`src/rtl/wsrch_pkg.sv`:
```
package wsrch_pkg;
    localparam int BEATS      = 4;
    localparam int CMD_W      = 11;
    localparam logic [1:0] OPC_SEARCH = 2'b10;
    localparam int WIDE_BIT   = 2;
    localparam int IDX_TOP    = 10;
    localparam int IDX_LO_LSB = 3;
    localparam int IDX_LO_W   = 3;
    localparam int MIDX_W     = IDX_LO_W + 1;
    localparam int FLD_LSB    = 6;
    localparam int FLD_W      = 3;

    // beat slot the sequencer is waiting for
    typedef enum logic [1:0] {
        ST_A = 2'd0,
        ST_B = 2'd1,
        ST_C = 2'd2,
        ST_D = 2'd3
    } seq_st_e;

    // fields of one command beat after decoding
    typedef struct packed {
        logic              ok;    // strobe high and search opcode
        logic              wide;  // width flag
        logic [MIDX_W-1:0] midx;  // mask pair index
        logic [FLD_W-1:0]  fld;   // address / result register field
    } beat_t;
endpackage

```
`src/rtl/wsrch_beat_dec.sv`:
```
module wsrch_beat_dec
    import wsrch_pkg::*;
(
    input  logic             valid_i,
    input  logic [CMD_W-1:0] cmd_i,
    output beat_t            beat_o
);
    always_comb begin
        beat_o.ok   = valid_i && (cmd_i[1:0] == OPC_SEARCH);
        beat_o.wide = cmd_i[WIDE_BIT];
        beat_o.midx = {cmd_i[IDX_TOP], cmd_i[IDX_LO_LSB +: IDX_LO_W]};
        beat_o.fld  = cmd_i[FLD_LSB +: FLD_W];
    end
endmodule

```
`src/rtl/wsrch_seq.sv`:
```
module wsrch_seq
    import wsrch_pkg::*;
(
    input  logic             clk,
    input  logic             rst_n,
    input  beat_t            beat_i,
    output logic [BEATS-1:0] cap_o,
    output seq_st_e          st_o
);
    typedef struct packed {
        seq_st_e st;
    } seq_t;

    seq_t s_d, s_q;

    always_comb begin
        s_d   = s_q;
        cap_o = '0;
        unique case (s_q.st)
            ST_A: begin
                if (beat_i.ok && beat_i.wide) begin
                    cap_o[0] = 1'b1;
                    s_d.st   = ST_B;
                end
            end
            ST_B: begin
                if (beat_i.ok) begin
                    cap_o[1] = 1'b1;
                    s_d.st   = ST_C;
                end else begin
                    s_d.st   = ST_A;
                end
            end
            ST_C: begin
                if (beat_i.ok && !beat_i.wide) begin
                    cap_o[2] = 1'b1;
                    s_d.st   = ST_D;
                end else if (beat_i.ok) begin
                    // wide flag in the C slot: restart as a new beat A
                    cap_o[0] = 1'b1;
                    s_d.st   = ST_B;
                end else begin
                    s_d.st   = ST_A;
                end
            end
            ST_D: begin
                cap_o[BEATS-1] = beat_i.ok;
                s_d.st         = ST_A;
            end
            default: s_d.st = ST_A;
        endcase
    end

    always_ff @(posedge clk) begin
        if (!rst_n) s_q <= '{st: ST_A};
        else        s_q <= s_d;
    end

    assign st_o = s_q.st;
endmodule

```
`src/rtl/wsrch_collect.sv`:
```
module wsrch_collect
    import wsrch_pkg::*;
#(
    parameter int DATA_W = 72
) (
    input  logic                    clk,
    input  logic                    rst_n,
    input  logic [BEATS-1:0]        cap_i,
    input  beat_t                   beat_i,
    input  logic [DATA_W-1:0]       data_i,
    output logic [DATA_W*BEATS-1:0] key_o,
    output logic [MIDX_W-1:0]       midx_hi_o,
    output logic [MIDX_W-1:0]       midx_lo_o,
    output logic [FLD_W-1:0]        addr_hi_o,
    output logic [FLD_W-1:0]        rreg_o,
    output logic                    req_o
);
    localparam int KEY_W = DATA_W * BEATS;

    typedef struct packed {
        logic [KEY_W-1:0]  stg_key;
        logic [MIDX_W-1:0] stg_mhi;
        logic [MIDX_W-1:0] stg_mlo;
        logic [FLD_W-1:0]  stg_addr;
        logic [KEY_W-1:0]  key;
        logic [MIDX_W-1:0] mhi;
        logic [MIDX_W-1:0] mlo;
        logic [FLD_W-1:0]  addr;
        logic [FLD_W-1:0]  rreg;
        logic              req;
    } col_t;

    col_t c_d, c_q;
    logic [KEY_W-1:0] stg_nx;

    // beat g fills the g-th slice from the top of the key
    for (genvar g = 0; g < BEATS; g++) begin : g_slice
        localparam int HI = KEY_W - 1 - g * DATA_W;
        assign stg_nx[HI -: DATA_W] = cap_i[g] ? data_i : c_q.stg_key[HI -: DATA_W];
    end

    always_comb begin
        c_d         = c_q;
        c_d.req     = 1'b0;
        c_d.stg_key = stg_nx;
        if (cap_i[0]) c_d.stg_mhi = beat_i.midx;
        if (cap_i[2]) begin
            c_d.stg_mlo  = beat_i.midx;
            c_d.stg_addr = beat_i.fld;
        end
        if (cap_i[BEATS-1]) begin
            c_d.key  = stg_nx;
            c_d.mhi  = c_q.stg_mhi;
            c_d.mlo  = c_q.stg_mlo;
            c_d.addr = c_q.stg_addr;
            c_d.rreg = beat_i.fld;
            c_d.req  = 1'b1;
        end
    end

    always_ff @(posedge clk) begin
        if (!rst_n) c_q <= '0;
        else        c_q <= c_d;
    end

    assign key_o     = c_q.key;
    assign midx_hi_o = c_q.mhi;
    assign midx_lo_o = c_q.mlo;
    assign addr_hi_o = c_q.addr;
    assign rreg_o    = c_q.rreg;
    assign req_o     = c_q.req;
endmodule

```
`src/rtl/wsrch_asm.sv`:
```
module wsrch_asm
    import wsrch_pkg::*;
#(
    parameter int DATA_W = 72
) (
    input  logic                    clk,
    input  logic                    rst_n,
    input  logic                    cmd_valid,
    input  logic [CMD_W-1:0]        cmd,
    input  logic [DATA_W-1:0]       cmd_data,
    output logic [DATA_W*BEATS-1:0] srch_key,
    output logic [MIDX_W-1:0]       mask_idx_hi,
    output logic [MIDX_W-1:0]       mask_idx_lo,
    output logic [FLD_W-1:0]        res_addr_hi,
    output logic [FLD_W-1:0]        res_reg_idx,
    output logic                    req_valid
);
    beat_t            beat;
    logic [BEATS-1:0] cap;
    seq_st_e          seq_st;

    wsrch_beat_dec u_dec (
        .valid_i (cmd_valid),
        .cmd_i   (cmd),
        .beat_o  (beat)
    );

    wsrch_seq u_seq (
        .clk    (clk),
        .rst_n  (rst_n),
        .beat_i (beat),
        .cap_o  (cap),
        .st_o   (seq_st)
    );

    wsrch_collect #(.DATA_W(DATA_W)) u_col (
        .clk       (clk),
        .rst_n     (rst_n),
        .cap_i     (cap),
        .beat_i    (beat),
        .data_i    (cmd_data),
        .key_o     (srch_key),
        .midx_hi_o (mask_idx_hi),
        .midx_lo_o (mask_idx_lo),
        .addr_hi_o (res_addr_hi),
        .rreg_o    (res_reg_idx),
        .req_o     (req_valid)
    );
endmodule

```
`config.mk`:
```
export PLATFORM = sky130hd
export DESIGN_NAME = wsrch_asm
export DESIGN_NICKNAME = d
export VERILOG_FILES = /design/src/rtl/wsrch_pkg.sv /design/src/rtl/wsrch_beat_dec.sv /design/src/rtl/wsrch_seq.sv /design/src/rtl/wsrch_collect.sv /design/src/rtl/wsrch_asm.sv
export SDC_FILE = /design/constraint.sdc
export NUM_CORES = 1
export LEC_CHECK = 0
export BUFFER_PORTS_ARGS = -buffer_cell sky130_fd_sc_hd__buf_2
export CORE_ASPECT_RATIO = 0.7
export CORE_MARGIN = 4
export CORE_UTILIZATION = 59
export CTS_CLUSTER_SIZE = 20
export DETAILED_ROUTE_END_ITERATION = 16
export GPL_TIMING_DRIVEN = 1
export PLACE_DENSITY = 0.84
export SLEW_MARGIN = 30
export SYNTH_ARGS = -nofsm -noshare
export SYNTH_HDL_FRONTEND = slang
export SYNTH_SLANG_ARGS = --single-unit
```
`constraint.sdc`:
```
create_clock -name clk -period 2.3 [get_ports clk]
set_input_delay 0.115 -clock clk [delete_from_list [all_inputs] [get_ports clk]]
set_output_delay 0.115 -clock clk [all_outputs]
set_load 0.005 [all_outputs]
```
==> results of run 1 <==
[metrics by stage]
stage	worst slack, ns	utilization	std cells	cell area, um2	hold slack, ns
global route	0.521	0.678	2742	23800	0.0289
CTS	0.600	0.678	2740	23800	0.00256
floorplan	0.738	-	2130	21300	0.276
finish	0.592	0.678	2743	23800	0.0319
global placement	0.557	0.610	2587	21400	0.391
detailed placement	0.514	0.610	2587	21400	0.400
[routing by layer]
metal	share of wire	up-vias
met5	0	-
met4	0.045	0
met3	0.067	165
met2	0.47	588
met1	0.42	7207
li1	-	6974
[critical path, stage by stage, from the launching register on]
cell,delay (ns)
dfxtp_1,0.38
or3b_1,0.43
or2_4,0.38
buf_12,0.22
mux2i_1,0.14
[worst max-delay path by stage]
| stage | end | cells after the start |
|---|---|---|
| 2_1_floorplan | u_col.c_q[453] | 6 |
| 3_3_place_gp | u_col.c_q[561] | 6 |
| 3_5_place_dp | u_col.c_q[572] | 6 |
| 4_1_cts | u_col.c_q[392] | 4 |
| 5_1_grt | u_col.c_q[437] | 4 |
| 6_report | u_col.c_q[429] | 4 |
[final cells by class]
cell class | count | area (um2) | share of cell area
Sequential cell | 532 | 10700 | 0.448
Multi-Input combinational cell | 1150 | 7690 | 0.323
Timing Repair Buffer | 501 | 3160 | 0.133
Clock buffer | 66 | 1380 | 0.0580
Tap cell | 472 | 591 | 0.0248
Clock inverter | 18 | 303 | 0.0127
Antenna cell | 3 | 7.51 | 0.000316
Inverter | 1 | 3.75 | 0.000158
[power by group through the flow]
| stage | Sequential (mW) | Combinational, mW | Clock [mW] |
|---|---|---|---|
| floorplan | 9.46 | 0.292 | 0 |
| global placement | 9.46 | 0.498 | 0 |
| detailed placement | 9.46 | 0.509 | 0 |
| CTS | 9.25 | 0.604 | 8.61 |
| global route | 9.25 | 0.661 | 8.99 |
| finish | 9.25 | 0.619 | 8.45 |
[registers in the layout (all words and copies together), names as in the netlist]
name / count
u_col.key_o: 288
u_col.c_q: 227
u_col.midx_hi_o: 4
u_col.midx_lo_o: 4
u_col.addr_hi_o: 3
u_col.rreg_o: 3
u_seq.st_o: 2
u_col.req_o: 1
[timing repair]
item,CTS,global route
endpoints found under the hold margin,193,0
setup endpoints to repair,0,0
setup buffers,0,0
hold buffers,69,0
resized for setup,0,0
[kinds of logic (layout without fill, tap and decap cells)]
| group | after synthesis | count (layout) |
|---|---|---|
| other cells | 0 | 3 |
| simple gates | 620 | 620 |
| mux | 457 | 457 |
| buf+inv | 448 | 586 |
| compound gates | 73 | 73 |
| flops | 532 | 532 |
[placed cells by master, fill, tap and decap left out]
cell and instances:
clkbuf_16 49, nor2_1 2, dlygate4sd3_1 69, clkinv_2 6, nand2_1 536, buf_4 30, clkbuf_8 9, inv_1 1
buf_2 386, nand2b_1 1, nand2_4 1, nor2_4 2, buf_12 15, or2_4 2, mux2i_1 457, bufinv_16 8
clkinvlp_4 2, nor3b_4 1, a211oi_1 1, nand3b_1 1, dfxtp_1 532, a31o_2 72, clkinv_4 1, or3b_1 1
clkbuf_1 8, nor3_1 72, diode_2 3, inv_6 1, nor4_1 1, buf_8 1
==> key figures, run 1 <==
Status
  • Status: finished clean

Floorplanning
  • Chip width: 235 um
  • IO Pins: 389
  • Initial Util: 0.606
  • Full die area: 0.0392 mm2
  • Die Ht: 167 um
  • Row Count: 57
  • Core area: 0.0351 mm2

Synth
  • Synth Area in XOR/XNOR: 0
  • Syn avg cell area: 9.98 um2
  • Syn Inst Count: 2130
  • Simple-gate area share of the yosys netlist: 0.115
  • Seq/Total Area, Yosys: 0.501
  • Most frequent cell after synthesis: nand2_1
  • Netlist cell types: 20
  • Main combinational cell family by area after synthesis: multiplexers
  • Post-synthesis adder-cell area fraction: 0
  • Synth top area cells: dfxtp_1 50%, mux2i_1 22%, buf_4 11%, nand2_1 9.5%, a31o_2 3.0%
  • Post-synth EDFFs: 0
  • Syn nets: 2216
  • Synth Flop Type: dfxtp_1
  • Yosys warnings: 0
  • Top post-synthesis cells by count: 537 x nand2_1, 532 x dfxtp_1, 457 x mux2i_1
  • Post-synth top area share: 0.501
  • Mux share of post-synthesis cell area: 0.215
  • Ys async rst share: 0
  • Mapped Area: 0.0213 mm2
  • Register bit count reported by yosys: 532
  • Area leader, netlist: dfxtp_1
  • Post-synthesis compound-gate area fraction: 0.0300

GRT
  • Pin count of the biggest net entering global routing: 135
  • Vias in the first global route: 15000
  • Remaining global-route overflow: 0
  • Initial antenna violation count: 2
  • M1 GR Usage: 0.323
  • Met2 Usage GRT: 0.424
  • Gr busiest metal: met2
  • Gr usage total: 0.255
  • Global-route wire length before repair: 82100 um
  • Met3 global-route usage: 0.0554

Critical path
  • FF-to-FF path depth: 4
  • Setup crit end kind: register
  • CP Launch Point: u_seq.st_o[0]
  • FF-to-FF End: u_col.c_q[429]
  • Worst EP required: 2.72 ns
  • RR Startpoint: u_seq.st_o[0]
  • Startpoint types: register
  • Reg2Reg Setup Slack: 0.59 ns
  • Crit path DAT: 2.13 ns
  • Crit-path max FO: 23
  • Kind of critical path: register to register

Clock tree
  • Clock Sinks: 532
  • H-Tree Depth: 2
  • Root buf cell: clkbuf_16
  • Clk buf depth: 3
  • Clock slew seen by the registers of the worst setup and hold paths: 0.06 ns
  • CTS Buf Count: 47
  • Worst-Skew Late Latency: 0.55 ns
  • CTS tree: built

Place
  • GPL Wtd Cong: 0.840
  • # port buffers: 387
  • HPWL after DPL: 34200 um

Pwr
  • Pwr/cell area: 770 mW/mm2
  • Switching Share: 0.206
  • Int Pwr: 14.6 mW
  • P_sw: 3.77 mW
  • Clk pwr share: 0.461
  • Combinational share of power: 0.034
  • Max VDD drop: 0.000662 V
  • Power Total: 18.3 mW
  • Share of total power in sequential cells: 0.505
  • Leak: 10.3 nW

Hold path
  • Hold Crit Start: cmd_data[0]
  • Hold depth: 3
  • Hold WC Path Type: input port to register
  • Hold Path Sink: u_col.c_q[386]

Route
  • DRC Markers: 0
  • Iter 0 DRT Violations: 1084
  • Drt pass-1 iters: 5
  • Vias post-DR: 14900
  • Via-per-instance ratio: 5.44
  • Wire length per cell: 19.0 um
  • Post-route ant nets: 0
  • Total wire length: 52100 um

Flow run
  • Max_cap viols: 0

Final layout
  • Area Overhead vs Synth: 11.9%
  • Final nets: 2319
  • Fill count: 2506
  • Layout cells sized above 1: 0.258

Timing
  • Final min period: 1.71 ns
  • Crit share post-route: 0.742
  • Setup TNS: 0 ns
  • Max-slew violation count: 0
  • Clock Skew: 0.0206 ns
  • Hold Fails Final Rpt: 0
  • Max Freq: 586 MHz
  • Slew @ Worst Pin: 0.640 ns
  • Worst slew margin: 0.573
  • RSZ-0062 raised after global routing: false
  • Final setup violation count: 0
(Power assumes the default switching activity.)
==> run 2, diff against run 1 <==
--- a/config.mk
+++ b/config.mk
@@ -8,11 +8,11 @@
 export BUFFER_PORTS_ARGS = -buffer_cell sky130_fd_sc_hd__buf_2
 export CORE_ASPECT_RATIO = 0.7
 export CORE_MARGIN = 4
-export CORE_UTILIZATION = 59
+export CORE_UTILIZATION = 55
 export CTS_CLUSTER_SIZE = 20
 export DETAILED_ROUTE_END_ITERATION = 16
 export GPL_TIMING_DRIVEN = 1
-export PLACE_DENSITY = 0.84
+export PLACE_DENSITY = 0.79
 export SLEW_MARGIN = 30
 export SYNTH_ARGS = -nofsm -noshare
 export SYNTH_HDL_FRONTEND = slang
==> constraint.sdc (replaced) <==
create_clock -name clk -period 1.8 [get_ports clk]
set_input_delay 0.09 -clock clk [delete_from_list [all_inputs] [get_ports clk]]
set_output_delay 0.09 -clock clk [all_outputs]
set_load 0.005 [all_outputs]
==> key figures, run 2 (synthesized netlist as in run 1, its figures left out) <==
Pwr
  • Leak: 10.3 nW (about the same)
  • Power Total: 22.6 mW (was 18.3 mW)
  • Max VDD drop: 0.000694 V (was 0.000662 V)
  • Int Pwr: 17.8 mW (was 14.6 mW)
  • Switching Share: 0.214 (was 0.206)
  • P_sw: 4.83 mW (was 3.77 mW)
  • Pwr/cell area: 948 mW/mm2 (was 770 mW/mm2)
  • Clk pwr share: 0.441 (was 0.461)
  • Share of total power in sequential cells: 0.523 (was 0.505)
  • Combinational share of power: 0.036 (was 0.034)

Clock tree
  • Worst-Skew Late Latency: 0.55 ns (about the same)
  • Clock slew seen by the registers of the worst setup and hold paths: 0.07 ns (was 0.06 ns)
  • CTS Buf Count: 48 (was 47)
  • CTS tree: built (unchanged)
  • Root buf cell: clkbuf_16 (unchanged)
  • Clk buf depth: 3 (unchanged)
  • Clock Sinks: 532 (unchanged)
  • H-Tree Depth: 2 (unchanged)
  • Number of post-CTS setup repair buffers: 0 (unchanged)

Final layout
  • Layout cells sized above 1: 0.255 (was 0.258)
  • Largest register FFs: 288 (unchanged)
  • Fill count: 2905 (was 2506)
  • Register area: 0.0107 mm2 (unchanged)
  • Finished Layout Cells: 2758 (was 2743)
  • Fin util: 0.634 (was 0.678)
  • Area Overhead vs Synth: 12.2% (was 11.9%)
  • Final nets: 2325 (was 2319)
  • Commonest non-fill, non-tap cell in the layout: nand2_1 (unchanged)
  • Multi-input logic area: 0.00769 mm2 (unchanged)
  • Commonest non-fill, non-tap cells in the layout: 536 x nand2_1, 532 x dfxtp_1, 457 x mux2i_1 (unchanged)

Floorplanning
  • Core area: 0.0376 mm2 (was 0.0351 mm2)
  • Initial Util: 0.565 (was 0.606)
  • Row Count: 59 (was 57)
  • IO Pins: 389 (unchanged)
  • Chip width: 243 um (was 235 um)
  • Die Ht: 172 um (was 167 um)
  • Full die area: 0.0419 mm2 (was 0.0392 mm2)

Critical path
  • Crit-path max FO: 52 (was 23)
  • CP Capture Point: u_col.c_q[307] (was u_col.c_q[429])
  • Worst EP required: 2.21 ns (was 2.72 ns)
  • Kind of critical path: register to register (unchanged)
  • Reg2Reg Setup Slack: 0.15 ns (was 0.59 ns)
  • RR Startpoint: u_seq.st_o[0] (unchanged)
  • Setup crit end kind: register (unchanged)
  • FF-to-FF End: u_col.c_q[307] (was u_col.c_q[429])
  • Crit path DAT: 2.07 ns (was 2.13 ns)
  • FF-to-FF path depth: 4 (unchanged)
  • CP Launch Point: u_seq.st_o[0] (unchanged)
  • Startpoint types: register (unchanged)

Place
  • HPWL after DPL: 34600 um (was 34200 um)
  • GPL Wtd Cong: 0.833 (was 0.840)
  • # port buffers: 387 (unchanged)
  • Placed Cells: 2600 (was 2587)

Route
  • Iter 0 DRT Violations: 994 (was 1084)
  • Via-per-instance ratio: 5.36 (was 5.44)
  • Drt pass-1 iters: 5 (unchanged)
  • Wire length per cell: 19.0 um (about the same)
  • Total wire length: 52300 um (was 52100 um)
  • DRC Markers: 0 (unchanged)
  • Post-route ant nets: 0 (unchanged)
  • Vias post-DR: 14800 (was 14900)

Timing
  • Final setup violation count: 0 (unchanged)
  • Minimum hold slack: -0.0382 ns (was 0.0319 ns)
  • RSZ-0062 raised after global routing: false (unchanged)
  • Clock Skew: 0.0134 ns (was 0.0206 ns)
  • Hold Fails Final Rpt: 3 (was 0)
  • Crit share post-route: 0.919 (was 0.742)
  • Setup TNS: 0 ns (unchanged)
  • Worst slew margin: 0.652 (was 0.573)
  • Slew @ Worst Pin: 0.521 ns (was 0.640 ns)
  • Final min period: 1.65 ns (was 1.71 ns)
  • Max-slew violation count: 0 (unchanged)
  • Max Freq: 604 MHz (was 586 MHz)

Status
  • Status: complete, but fails checks (was finished clean)
  • Failing checks: negative hold slack

GRT
  • Global-route wire length before repair: 80300 um (was 82100 um)
  • Initial antenna violation count: 3 (was 2)
  • M1 GR Usage: 0.302 (was 0.323)
  • Gr busiest metal: met2 (unchanged)
  • Gr usage total: 0.236 (was 0.255)
  • Met2 Usage GRT: 0.396 (was 0.424)
  • Met3 global-route usage: 0.0487 (was 0.0554)
  • Pin count of the biggest net entering global routing: 78 (was 135)
  • Vias in the first global route: 14900 (was 15000)
  • Remaining global-route overflow: 0 (unchanged)

Hold path
  • Hold WC Path Type: input port to register (unchanged)

Flow run
  • Max_cap viols: 0 (unchanged)
## run 2: changes by cell type in the layout (fill, tap and decap cells not counted), sizes merged
cell	before	now
dlygate4sd3	69	77
bufinv	8	2
buf	432	429
clkbuf	66	65
clkinv	7	8
clkinvlp	2	3
inv	2	1
## run 2: how the worst min path moves through the flow
stage	end	from	slack (ns)	depth (start not counted)
floorplan	u_col.c_q[303]	cmd[6]	0.25	2
global placement	u_col.rreg_o[1]	cmd[7]	0.37	3
detailed placement	u_col.rreg_o[1]	cmd[7]	0.38	3
CTS	u_col.c_q[389]	cmd_data[3]	0.02	3
global route	u_col.c_q[390]	cmd_data[4]	0.02	3
finish	u_col.c_q[389]	cmd_data[3]	-0.04	3
## run 2: power by group through the flow
stage	clock [mW]	combinational (mW)	sequential [mW]
global placement	0	0.667	12.1
global route	10.6	0.884	11.8
floorplan	0	0.374	12.1
CTS	10.2	0.815	11.8
detailed placement	0	0.678	12.1
finish	9.96	0.824	11.8
## run 2: per-stage QoR
stage / hold WS [ns] / worst slack [ns] / instance area (um2)
detailed placement: 0.377 / 0.117 / 21600
floorplan: 0.251 / 0.238 / 21300
finish: -0.0382 / 0.145 / 23900
global route: 0.0241 / 0.0981 / 23900
global placement: 0.369 / 0.170 / 21600
CTS: 0.0167 / 0.149 / 23800
## run 2: metal layers
layer | part of all wire | vias up | wire length [um]
li1 | - | 6980 | -
met3 | 0.061 | 135 | 3190
met4 | 0.039 | 0 | 2050
met5 | 0 | - | 0
met2 | 0.47 | 523 | 24700
met1 | 0.43 | 7156 | 22300
## run 2: critical path: stages (launching register included)
cell,delay [ns]
dfxtp_1,0.38
or3b_1,0.42
or2_4,0.27
buf_12,0.23
mux2i_1,0.18
## run 2: cell type report
type | count | share of cell area
Inverter | 1 | 0.000157
Antenna cell | 3 | 0.000315
Timing Repair Buffer | 506 | 0.141
Multi-Input combinational cell | 1150 | 0.322
Clock inverter | 13 | 0.00546
Clock buffer | 65 | 0.0581
Sequential cell | 532 | 0.447
Tap cell | 488 | 0.0256
## run 2: repair_timing
| item | in CTS | in global routing |
|---|---|---|
| hold buffers | 77 | 0 |
| hold endpoints to repair | 222 | 0 |
| resized for setup | 0 | 0 |
